### src/rtl/nand_seq_pkg.sv
package nand_seq_pkg;

    typedef enum logic [1:0] {
        OP_CMD  = 2'd0,
        OP_ADDR = 2'd1,
        OP_WR   = 2'd2,
        OP_RD   = 2'd3
    } nand_op_e;

    typedef enum logic [2:0] {
        ST_IDLE,
        ST_TURN,
        ST_SETUP,
        ST_PULSE,
        ST_HOLD,
        ST_BWAIT,
        ST_POLL
    } seq_state_e;

endpackage

### src/rtl/nand_rb_sync.sv
module nand_rb_sync #(
    parameter int STAGES = 2
) (
    input  logic clk,
    input  logic rst_n,
    input  logic async_in,
    output logic sync_out
);
    logic [STAGES-1:0] chain_q;

    always_ff @(posedge clk or negedge rst_n) begin
        if (!rst_n) begin
            chain_q <= '0;
        end else begin
            chain_q <= {chain_q[STAGES-2:0], async_in};
        end
    end

    assign sync_out = chain_q[STAGES-1];
endmodule

### src/rtl/nand_phase_timer.sv
module nand_phase_timer #(
    parameter int TW = 4
) (
    input  logic          clk,
    input  logic          rst_n,
    input  logic          load,
    input  logic [TW-1:0] load_val,
    output logic          done
);
    logic [TW-1:0] cnt_q;

    always_ff @(posedge clk or negedge rst_n) begin
        if (!rst_n) begin
            cnt_q <= '0;
        end else if (load) begin
            cnt_q <= load_val;
        end else if (cnt_q != '0) begin
            cnt_q <= cnt_q - TW'(1);
        end
    end

    // a phase ends on its last counted clock; zero and one both give one clock
    assign done = (cnt_q <= TW'(1));
endmodule

### src/rtl/nand_rd_capture.sv
module nand_rd_capture #(
    parameter int DW = 8
) (
    input  logic          clk,
    input  logic          rst_n,
    input  logic          capture,
    input  logic [DW-1:0] bus_in,
    output logic          valid,
    output logic [DW-1:0] data
);
    always_ff @(posedge clk or negedge rst_n) begin
        if (!rst_n) begin
            valid <= 1'b0;
            data  <= '0;
        end else begin
            valid <= capture;
            if (capture) begin
                data <= bus_in;
            end
        end
    end
endmodule

### src/rtl/nand_seq_fsm.sv
module nand_seq_fsm
    import nand_seq_pkg::*;
#(
    parameter int CNT_W       = 4,
    parameter int TW          = 4,
    parameter int DW          = 8,
    parameter int MIN_WAIT    = 4,
    parameter int TURN_CYCLES = 1
) (
    input  logic             clk,
    input  logic             rst_n,
    input  logic             req_valid,
    input  logic [1:0]       req_op,
    input  logic [DW-1:0]    req_data,
    input  logic             req_wait,
    output logic             req_ready,
    input  logic [CNT_W-1:0] cfg_setup,
    input  logic [CNT_W-1:0] cfg_pulse,
    input  logic [CNT_W-1:0] cfg_hold,
    input  logic             rb_ready,
    input  logic             tmr_done,
    output logic             tmr_load,
    output logic [TW-1:0]    tmr_val,
    output logic             rd_capture,
    output logic             ce_n,
    output logic             cle,
    output logic             ale,
    output logic             we_n,
    output logic             re_n,
    output logic [DW-1:0]    dq_o,
    output logic             dq_oe
);
    seq_state_e    state_q, state_d;
    nand_op_e      op_q;
    logic [DW-1:0] data_q;
    logic          wait_q;
    logic          last_rd_q;
    logic          accept;
    logic          new_is_rd;
    logic          cur_is_rd;

    assign accept    = (state_q == ST_IDLE) && req_valid;
    assign new_is_rd = (nand_op_e'(req_op) == OP_RD);
    assign cur_is_rd = (op_q == OP_RD);

    // state register and request latch
    always_ff @(posedge clk or negedge rst_n) begin
        if (!rst_n) begin
            state_q   <= ST_IDLE;
            op_q      <= OP_CMD;
            data_q    <= '0;
            wait_q    <= 1'b0;
            last_rd_q <= 1'b0;
        end else begin
            state_q <= state_d;
            if (accept) begin
                op_q      <= nand_op_e'(req_op);
                data_q    <= req_data;
                wait_q    <= req_wait;
                last_rd_q <= new_is_rd;
            end
        end
    end

    // next state, timer loading and read capture
    always_comb begin
        state_d    = state_q;
        tmr_load   = 1'b0;
        tmr_val    = '0;
        rd_capture = 1'b0;
        unique case (state_q)
            ST_IDLE: begin
                if (req_valid) begin
                    tmr_load = 1'b1;
                    if (new_is_rd != last_rd_q) begin
                        state_d = ST_TURN;
                        tmr_val = TW'(TURN_CYCLES);
                    end else begin
                        state_d = ST_SETUP;
                        tmr_val = TW'(cfg_setup);
                    end
                end
            end
            ST_TURN: begin
                if (tmr_done) begin
                    state_d  = ST_SETUP;
                    tmr_load = 1'b1;
                    tmr_val  = TW'(cfg_setup);
                end
            end
            ST_SETUP: begin
                if (tmr_done) begin
                    state_d  = ST_PULSE;
                    tmr_load = 1'b1;
                    tmr_val  = TW'(cfg_pulse);
                end
            end
            ST_PULSE: begin
                if (tmr_done) begin
                    state_d    = ST_HOLD;
                    tmr_load   = 1'b1;
                    tmr_val    = TW'(cfg_hold);
                    rd_capture = cur_is_rd;
                end
            end
            ST_HOLD: begin
                if (tmr_done) begin
                    if (wait_q) begin
                        state_d  = ST_BWAIT;
                        tmr_load = 1'b1;
                        tmr_val  = TW'(MIN_WAIT);
                    end else begin
                        state_d = ST_IDLE;
                    end
                end
            end
            ST_BWAIT: begin
                if (tmr_done) begin
                    state_d = ST_POLL;
                end
            end
            ST_POLL: begin
                if (rb_ready) begin
                    state_d = ST_IDLE;
                end
            end
            default: state_d = ST_IDLE;
        endcase
    end

    // pin decode from the current state and latched request
    always_comb begin
        ce_n      = 1'b1;
        cle       = 1'b0;
        ale       = 1'b0;
        we_n      = 1'b1;
        re_n      = 1'b1;
        dq_o      = '0;
        dq_oe     = 1'b0;
        req_ready = 1'b0;
        unique case (state_q)
            ST_IDLE: req_ready = 1'b1;
            ST_SETUP, ST_PULSE, ST_HOLD: begin
                ce_n  = 1'b0;
                cle   = (op_q == OP_CMD);
                ale   = (op_q == OP_ADDR);
                dq_oe = !cur_is_rd;
                dq_o  = cur_is_rd ? '0 : data_q;
                if (state_q == ST_PULSE) begin
                    we_n = cur_is_rd;
                    re_n = !cur_is_rd;
                end
            end
            ST_TURN, ST_BWAIT, ST_POLL: begin
                ce_n = 1'b1;
            end
            default: begin
                ce_n = 1'b1;
            end
        endcase
    end
endmodule

### src/rtl/nand_bus_seq.sv
module nand_bus_seq #(
    parameter int CNT_W       = 4,
    parameter int MIN_WAIT    = 4,
    parameter int TURN_CYCLES = 1,
    parameter int SYNC_STAGES = 2
) (
    input  logic             clk,
    input  logic             rst_n,
    input  logic             req_valid,
    input  logic [1:0]       req_op,
    input  logic [7:0]       req_data,
    input  logic             req_wait,
    output logic             req_ready,
    output logic             rd_valid,
    output logic [7:0]       rd_data,
    input  logic [CNT_W-1:0] cfg_setup,
    input  logic [CNT_W-1:0] cfg_pulse,
    input  logic [CNT_W-1:0] cfg_hold,
    input  logic             wp_req,
    output logic             nand_ce_n,
    output logic             nand_cle,
    output logic             nand_ale,
    output logic             nand_we_n,
    output logic             nand_re_n,
    output logic             nand_wp_n,
    input  logic             nand_rb,
    input  logic [7:0]       dq_i,
    output logic [7:0]       dq_o,
    output logic             dq_oe
);
    localparam int DW     = 8;
    localparam int WAIT_W = $clog2(MIN_WAIT + 1);
    localparam int TURN_W = $clog2(TURN_CYCLES + 1);
    localparam int TW_A   = (CNT_W > WAIT_W) ? CNT_W : WAIT_W;
    localparam int TW     = (TW_A > TURN_W) ? TW_A : TURN_W;

    logic          rb_ready;
    logic          tmr_done;
    logic          tmr_load;
    logic [TW-1:0] tmr_val;
    logic          rd_capture;

    nand_rb_sync #(.STAGES(SYNC_STAGES)) rb_sync_i (
        .clk      (clk),
        .rst_n    (rst_n),
        .async_in (nand_rb),
        .sync_out (rb_ready)
    );

    nand_phase_timer #(.TW(TW)) timer_i (
        .clk      (clk),
        .rst_n    (rst_n),
        .load     (tmr_load),
        .load_val (tmr_val),
        .done     (tmr_done)
    );

    nand_seq_fsm #(
        .CNT_W       (CNT_W),
        .TW          (TW),
        .DW          (DW),
        .MIN_WAIT    (MIN_WAIT),
        .TURN_CYCLES (TURN_CYCLES)
    ) fsm_i (
        .clk        (clk),
        .rst_n      (rst_n),
        .req_valid  (req_valid),
        .req_op     (req_op),
        .req_data   (req_data),
        .req_wait   (req_wait),
        .req_ready  (req_ready),
        .cfg_setup  (cfg_setup),
        .cfg_pulse  (cfg_pulse),
        .cfg_hold   (cfg_hold),
        .rb_ready   (rb_ready),
        .tmr_done   (tmr_done),
        .tmr_load   (tmr_load),
        .tmr_val    (tmr_val),
        .rd_capture (rd_capture),
        .ce_n       (nand_ce_n),
        .cle        (nand_cle),
        .ale        (nand_ale),
        .we_n       (nand_we_n),
        .re_n       (nand_re_n),
        .dq_o       (dq_o),
        .dq_oe      (dq_oe)
    );

    nand_rd_capture #(.DW(DW)) rd_cap_i (
        .clk     (clk),
        .rst_n   (rst_n),
        .capture (rd_capture),
        .bus_in  (dq_i),
        .valid   (rd_valid),
        .data    (rd_data)
    );

    assign nand_wp_n = !wp_req;
endmodule

### config.mk
export PLATFORM = sky130hd
export DESIGN_NAME = nand_bus_seq
export DESIGN_NICKNAME = d
export VERILOG_FILES = /design/src/rtl/nand_seq_pkg.sv /design/src/rtl/nand_rb_sync.sv /design/src/rtl/nand_phase_timer.sv /design/src/rtl/nand_rd_capture.sv /design/src/rtl/nand_seq_fsm.sv /design/src/rtl/nand_bus_seq.sv
export SDC_FILE = /design/constraint.sdc
export NUM_CORES = 1
export LEC_CHECK = 0
export BUFFER_PORTS_ARGS = -buffer_cell sky130_fd_sc_hd__buf_2
export CORE_MARGIN = 3
export CORE_UTILIZATION = 49
export DETAILED_ROUTE_END_ITERATION = 8
export PLACE_DENSITY = 0.86
export SLEW_MARGIN = 10
export SYNTH_ARGS = -nofsm -noshare
export SYNTH_HDL_FRONTEND = slang
export SYNTH_HIERARCHICAL = 1
export SYNTH_SLANG_ARGS = --single-unit
### constraint.sdc
create_clock -name clk -period 2.2 [get_ports clk]
set_input_delay 0 -clock clk [delete_from_list [all_inputs] [get_ports clk]]
set_output_delay 0 -clock clk [all_outputs]
set_load 0.005 [all_outputs]
# Word level (Yosys, flattened, before mapping)

Cells that the tools add are included.
W data, S select, Z words.

Output and inout bits: 25
Input port bits: 36
Bits in registers: 30
Logic and storage cells: 76

Order comparisons: 1
Mux-type cells: 38
Reduce and logical (&&, ||, !) cells: 10
Equal/unequal tests: 17
Add/subtract/negate cells: 1

Operators with widths:

| kind                  | number |
|---|---|
| $mux W4               | 8 |
| $mux W3               | 9 |
| $pmux W3 S7           | 1 |
| $pmux W4 S5           | 1 |
| $mux W8               | 2 |
| $mux W1               | 15 |
| $ne A2 B1 Y1 const B  | 5 |
| $eq A3 B3 Y1 const B  | 3 |
| $reduce_and A7 Y1     | 1 |
| $eq A3 B2 Y1 const B  | 2 |
| $reduce_or A3 Y1      | 2 |
| $eq A2 B2 Y1 const B  | 2 |
| $le A4 B1 Y1 const B  | 1 |
| $ne A2 B2 Y1 const B  | 2 |
| $reduce_bool A4 Y1    | 1 |
| $sub A4 B1 Y4 const B | 1 |
| $eq A3 B1 Y1 const B  | 1 |
| $logic_not A3 Y1      | 1 |
| $pmux W1 S3           | 1 |
| $eq A2 B1 Y1 const B  | 1 |
| $logic_not A1 Y1      | 2 |
| $logic_not A2 Y1      | 1 |
| $mux W2               | 1 |
| $reduce_bool A2 Y1    | 1 |
| other kinds (2)       | 2 |

# Depth between registers and ports, before layout

Gate-level depths: netlist (run 1).

Depth in word-level cells: 6
Gate-level depth with buffers: 10
Gate-level depth less buffers: 9

# Modules after synthesis

Netlist (run 1), hierarchy kept.

By module, submodules not included:

| module           | times used | cells an instance | area an instance (sq um) | sequential area each (sq um) |
|---|---|---|---|---|
| nand_seq_fsm     | 1          | 99                | 1,002.2                  | 375.4 |
| nand_rd_capture  | 1          | 18                | 356.6                    | 225.2 |
| nand_phase_timer | 1          | 25                | 254.0                    | 100.1 |
| nand_rb_sync     | 1          | 2                 | 50.0                     | 50.0 |
| nand_bus_seq     | 1          | 1                 | 3.8                      | 0.0 |

# Least setup slack after synthesis (run 1)

Ideal clock, no wire load.

Kind: register to register
From: reg timer_i.cnt_q[0]
To: reg timer_i.cnt_q[3]
Setup slack: 208 ps
Arrival: 1,866 ps
Path buffers: 2
Period minus slack after synthesis: 1,992 ps
Library setup time: 126 ps
Data required time: 2,074 ps
Stages on the path, launching flop included: 10
Cell sequence: dfrtp_1 > inv_1 > ha_1 > nor2_1 > nor3_1 > clkbuf_1 > a21o_1 > clkbuf_1 > nor3_1 > a221o_1

Cells in the longest elaborated chain, start to end: 4
Elaborated cells on any way between the ends: 13
Those cells by class: add/sub (1); order compare (1); mux (9); reduce/logical (2)

Ends and longest elaborated chain:

| what                                          | line                   | RTL |
|---|---|---|
| start, declared                               | nand_phase_timer.sv:10 | `logic [TW-1:0] cnt_q;` |
| start signal, assigned                        | nand_phase_timer.sv:16 | `cnt_q <= load_val;` |
| start signal, assigned                        | nand_phase_timer.sv:18 | `cnt_q <= cnt_q - TW'(1);` |
| $le A4 B1 Y1 (*)                              | nand_phase_timer.sv:23 | `assign done = (cnt_q <= TW'(1));` |
| net tmr_done                                  | nand_bus_seq.sv:38     | `logic tmr_done;` |
| $mux W1, on equally long branches             | -                      |  |
| $pmux W1 S3 (*)                               | nand_seq_fsm.sv:71     | `unique case (state_q)` |
| net tmr_load                                  | nand_bus_seq.sv:39     | `logic tmr_load;` |
| $mux W4 or $reduce_bool A2 Y1 (tied branches) | -                      |  |

Mark *: on every way through the listed nets, which the timed path passes. The rest lies on a longest branch. The select of a mux whose other input is x is not followed.
A chain may end at the register's enable or synchronous reset.

# Worst setup path after layout (run 1)

Same ends and word-level chain as after synthesis.

==> results of run 1 <==
## synth_stat cells
cell type,instances
a21bo_2,1
a21o_1,1
a21oi_1,2
a221o_1,1
a2bb2oi_2,1
a32o_1,2
a32oi_1,3
and2_1,9
and3_1,1
and3b_1,2
buf_6,3
clkbuf_1,5
dfrtp_1,30
ha_1,2
inv_1,8
mux2_1,3
mux2_2,13
mux2_4,8
mux2i_1,3
nand2_1,7
nand3_1,6
nand3_4,1
nand3b_1,3
nand4_1,1
nor2_1,5
nor2b_1,2
nor3_1,5
nor3b_1,5
nor3b_4,1
nor4b_4,1
o21ai_0,5
o21ai_1,2
o2bb2ai_1,1
o31ai_1,1
xnor2_1,1
## registers in the layout (all words and copies together) (netlist names), 2 cells and up
register and cells:
rd_cap_i/data 8, fsm_i/state_q 3, fsm_i/op_q 2, fsm_i/data_q 8, rb_sync_i/chain_q 2, timer_i/cnt_q 4
## how the worst max path moves through the flow
stage / to / slack, ns / depth (start not counted)
final: timer_i/cnt_q[3] / 0.19 / 8
after global routing: timer_i/cnt_q[3] / 0.03 / 8
after CTS: timer_i/cnt_q[3] / 0.20 / 8
after detailed placement: timer_i/cnt_q[3] / 0.22 / 8
after global placement: rd_cap_i/data[7] / 0.30 / 8
after floorplan: timer_i/cnt_q[3] / 0.21 / 9
## final cells by class
cell class                      instances  area (sq um)
Fill cell                             230         888.4
Multi-Input combinational cell         99         833.3
Sequential cell                        30         750.7
Timing Repair Buffer                   86         548.0
Tap cell                               44         55.05
Clock buffer                            5         37.54
Inverter                                8         30.03
Clock inverter                          2         10.01
## timing repair
item | CTS | global route
setup buffers | 0 | 0
endpoints found under the hold margin | 51 | 0
hold buffers | 21 | 0
## cell families after synthesis
group,after synthesis,share of synthesized area
compound gates,20,0.09009
xor+xnor,1,0.005256
fa+ha+maj,2,0.01501
buf+inv,16,0.04955
flops,30,0.4505
mux,27,0.1982
simple gates,49,0.1914
## metal layers
metal | GRT usage | vias up
li1 | - | 688
met1 | 0.2365 | 648
met2 | 0.3441 | 60
met3 | 0.03691 | 7
met4 | 0.06860 | 0
met5 | 0 | -
## worst reg2reg max path, stage by stage (launching register included)
cell and delay [ns]:
dfrtp_1 0.41, inv_1 0.10, ha_1 0.24, nor2_1 0.07, nor3_1 0.19, buf_4 0.21
a21o_1 0.26, nor3_1 0.09, a221o_1 0.33
## metrics by stage
| step | utilization | hold WS, ns | worst slack [ns] |
|---|---|---|---|
| after floorplan | - | -0.2956 | 0.2083 |
| after global placement | 0.6365 | 0.06616 | 0.3014 |
| after detailed placement | 0.6365 | 0.06964 | 0.2169 |
| after CTS | 0.7183 | 0.07982 | 0.1993 |
| after global routing | 0.7183 | 0.1033 | 0.03271 |
| final | 0.7183 | 0.08869 | 0.1910 |
## power breakdown
part	switching [W]	total, W	internal, W
logic	0.000629	0.00144	0.000809
clock network	0.000185	0.000300	0.000115
registers	0.000245	0.00104	0.000795
total	0.00106	0.00278	0.00172
==> impl_metrics.toml, run 1 <==
[cells_and_area]
fin_area_sq_um = 2265
layout-drive-gt1-share = 0.4261
stdcell_count = 274
mostFrequentLayoutCell = "buf_2"
diodes = 0
nets = 268
area_growth_pct = 35.89
final_cell_mix = "buf_2, dfrtp_1, dlygate4sd3_1"

[global_routing]
antenna_found_initial = 0
grt_pass1_wl_microns = 6272
first_global_vias = 1381
overflow = 0
grtUsageTotal = 0.1952
grt_max_degree = 31

[placement]
placed_area_sq_um = 2007
post-dp-hpwl_microns = 2596
io_buffers = 60
dp.cells = 246
globalplace.congestion = 0.8438

[synthesis]
synth_top_area_cell = "dfrtp_1"
syn_avg_cell_area_sq_um = 11.49
synth_sequential_area_ratio = 0.4505
synth_top_area_frac = 0.4505
netlist_area_sq_um = 1667
syn-instance-count = 145
yosys_warnings = 6
syn_nets = 183
netlist_top_cells_area = "dfrtp_1, mux2_2, mux2_4, and2_1, nor3b_1"
ys_ff_latch = 30
ys_types = 35

[setup_path]
startpoint = "timer_i/cnt_q[0]"
path_class = "reg -> reg"
worstPathCellList = "inv_1, ha_1, nor2_1, nor3_1, buf_4, a21o_1, nor3_1, a221o_1"
regToRegSetupSlack_ns = 0.19
crit_fanout = 10
cp_common_cell = "nor3_1"
start_kind = "register"
crit_buf_inv = 2
worstRegToRegCells = 8
cp-end-kind = "register"
worstPathArrival_ns = 2.22
path_delay_family = "compound AO/OA/AOI/OAI gates"
required_ns = 2.42
r2r-start = "timer_i/cnt_q[0]"
r2r-end = "timer_i/cnt_q[3]"
cpMaxStageDelayCell = "dfrtp_1"
cpPeakStageDelay_ns = 0.41

[timing]
post-route-period-util = 0.9132
slew_viol_final = 0
finalCriticalPeriod_ns = 2.009
rsz0062_at_grt = "false"
max_freq_mhz = 497.8
worstMarginPinSlew_ns = 0.6388
finalClockSkew_ns = 0.008704
relSlewSlack = 0.5741
setup_viol = 0
hold_viol_final = 0
setup-tns-final_ns = 0

[power_and_ir_drop]
leakagePower_nw = 1.106
design_power_total_w = 0.002778
ir_worst_vdd_mv = 0.5627
power_density_nw_per_um2 = 1227

[detailed_routing]
wl_met3_microns = 223
highest_layer = "met4"
vias = 1403
firstDrtPassIters = 4
avgViaCountPerCell = 5.120
routed_wl_microns = 3845
wl_met1_microns = 1584
drc = 0
ant_nets = 0
drt_iter0_drc = 78
met2_length_microns = 1992
wl_per_cell_microns = 14.03

[floorplan]
dieArea_sq_um = 4137
initial_utilization = 0.5286
rows = 20
die_w_microns = 64.32
core-area_sq_um = 3153
io_pins = 61
die_h_microns = 64.32

[cts]
cts_buffer_depth = 2
cts_buffers = 5
clkLatencyLatePin_ns = 0.32
cts-root-buf = "clkbuf_4"
cts.sinks = 30
cts_resized = 0
cts_tree = "built"
htree_num_levels = 2
clk_pin_slew_worst_paths_ns = 0.10

[run]
max_cap_violations = 0

[hold_path]
min_to = "timer_i/cnt_q[2]"
holdPathStages = 5
hold_start = "cfg_setup[2]"
hold_class = "in -> reg"

[status]
outcome = "complete, no violations"
(Power assumes the default switching activity.)
==> run 2, diff against run 1 <==
Settings changed: PLACE_DENSITY 0.86 to 0.89.
==> impl_metrics.toml, run 2 (synthesized netlist as in run 1, its figures left out) <==
[cts]
cts_buffers = 5
cts_tree = "built"
clk_pin_slew_worst_paths_ns = 0.09
cts_setup_buffers = 0
cts_buffer_depth = 2
htree_num_levels = 2
cts-root-buf = "clkbuf_4"
cts.sinks = 30
clkLatencyLatePin_ns = 0.32

[hold_path]
min_to = "timer_i/cnt_q[2]"
hold_start = "cfg_setup[2]"
hold_class = "in -> reg"
holdPathStages = 5

[timing]
max_freq_mhz = 503.5
finalClockSkew_ns = 0.005895
setup-tns-final_ns = 0
setup_viol = 0
post-route-period-util = 0.9028
hold_viol_final = 0
finalCriticalPeriod_ns = 1.986
slew_viol_final = 0
relSlewSlack = 0.5642
rsz0062_at_grt = "false"
worstMarginPinSlew_ns = 0.6537

[floorplan]
die_h_microns = 64.32
dieArea_sq_um = 4137
core-area_sq_um = 3153
initial_utilization = 0.5286
rows = 20
io_pins = 61
die_w_microns = 64.32

[power_and_ir_drop]
comb_power_share = 0.490
p_seq_frac = 0.358
power_density_nw_per_um2 = 1270
pwr-share-clk = 0.152
switchingPower_w = 0.001060
leakagePower_nw = 1.115
p_int_w = 0.001867
swShare = 0.3621
design_power_total_w = 0.002926
ir_worst_vdd_mv = 0.6504

[cells_and_area]
nets = 267
layout-drive-gt1-share = 0.4367
final_cell_mix = "buf_2, dfrtp_1, dlygate4sd3_1"
multi_input_area_sq_um = 842.1
area_growth_pct = 38.21
register_area_sq_um = 750.7
fillerInstances = 235
reg_top3 = "fsm_i/data_q x8, rd_cap_i/data x8, timer_i/cnt_q x4"
mostFrequentLayoutCell = "buf_2"
diodes = 0

[setup_path]
path_class = "reg -> reg"
start_kind = "register"
required_ns = 2.41
cpMaxStageDelayCell = "dfrtp_1"
worstPathCellList = "inv_1, ha_2, nor2_1, nor3_2, and3b_2, and3_1, buf_6, mux2_4"
regToRegSetupSlack_ns = 0.21
r2r-start = "timer_i/cnt_q[0]"
r2r-end = "rd_cap_i/data[2]"
cp-end-kind = "register"
worstPathArrival_ns = 2.19
cpPeakStageDelay_ns = 0.41
worstRegToRegCells = 8
crit_fanout = 9

[global_routing]
first_global_vias = 1500
grt_pass1_wl_microns = 6713
overflow = 0
grt_max_degree = 31
grtUsageTotal = 0.2112
antenna_found_initial = 0

[status]
outcome = "complete, no violations"

[detailed_routing]
routed_wl_microns = 3963
drc = 0
firstDrtPassIters = 4
wl_per_cell_microns = 14.52
avgViaCountPerCell = 5.260
ant_nets = 0
vias = 1436
drt_iter0_drc = 76

[placement]
globalplace.congestion = 0.8572
io_buffers = 60
post-dp-hpwl_microns = 2643

[run]
max_cap_violations = 0
==> run 2: cell count changes in the layout (fill, tap and decap cells not counted), sizes merged <==
| cell | delta |
|---|---|
| buf | -1 |
| bufinv | +1 |
| clkbuf | +1 |
| clkinv | -2 |
==> run 2: area by class of cell <==
type                            count  area share
Clock buffer                        6     0.02227
Clock inverter                      1     0.01304
Inverter                            8     0.01304
Multi-Input combinational cell     99      0.3656
Sequential cell                    30      0.3259
Tap cell                           44     0.02390
Timing Repair Buffer               85      0.2363
==> run 2: power by group through the flow <==
stage	logic (W)	registers, W	clock network [W]
after floorplan	0.00107	0.000944	0
after global placement	0.00135	0.00104	0
after detailed placement	0.00139	0.00104	0
after CTS	0.00143	0.00104	0.000458
after global routing	0.00159	0.00109	0.000481
final	0.00143	0.00105	0.000444
==> run 2: through the flow <==
| stage | cell area, sq um | util | setup WS (ns) | hold WS [ns] | cells |
|---|---|---|---|---|---|
| 2_1_floorplan | 1667 | - | 0.2083 | -0.2956 | 145 |
| 3_3_place_gp | 1999 | 0.6341 | 0.2162 | 0.05471 | 245 |
| 5_1_grt | 2303 | 0.7306 | 0.08062 | 0.09997 | 273 |
| 4_1_cts | 2291 | 0.7266 | 0.08440 | 0.06716 | 273 |
| 6_report | 2303 | 0.7306 | 0.2139 | 0.08582 | 273 |
| 3_5_place_dp | 1999 | 0.6341 | 0.1073 | 0.06960 | 245 |
==> run 2: worst max-delay path: cells and delay by family (launching register included) <==
kind                     cells  cell delay (ns)
buffers and inverters        2             0.28
flip-flops                   1             0.41
multiplexers                 1             0.31
adder cells (fa/ha/maj)      1             0.22
AND/OR/NAND/NOR              4             0.65
==> run 2: layer usage <==
metal | wire, microns | vias to the layer above | track usage | part of all wire
met5 | 0 | - | 0 | 0
met4 | 69 | 0 | 0.07124 | 0.017
met3 | 251 | 11 | 0.07030 | 0.063
met2 | 2022 | 59 | 0.3505 | 0.51
met1 | 1620 | 685 | 0.2564 | 0.41
li1 | - | 681 | - | -
==> run 2: how the worst max path moves through the flow <==
stage / endpoint / slack, ns / depth (start not counted) / start
finish: rd_cap_i/data[2] / 0.21 / 8 / timer_i/cnt_q[0]
global route: rd_cap_i/data[2] / 0.08 / 8 / timer_i/cnt_q[0]
CTS: rd_cap_i/data[2] / 0.08 / 8 / timer_i/cnt_q[0]
detailed placement: rd_cap_i/data[6] / 0.11 / 8 / timer_i/cnt_q[0]
global placement: rd_cap_i/data[4] / 0.22 / 8 / timer_i/cnt_q[0]
floorplan: timer_i/cnt_q[3] / 0.21 / 9 / timer_i/cnt_q[0]
==> run 2: repair_timing <==
item                                    4_1_cts  5_1_grt
gates resized for setup                       0        4
hold endpoints to repair                     51        0
hold buffers                                 21        0
endpoints found under the setup margin        0        8
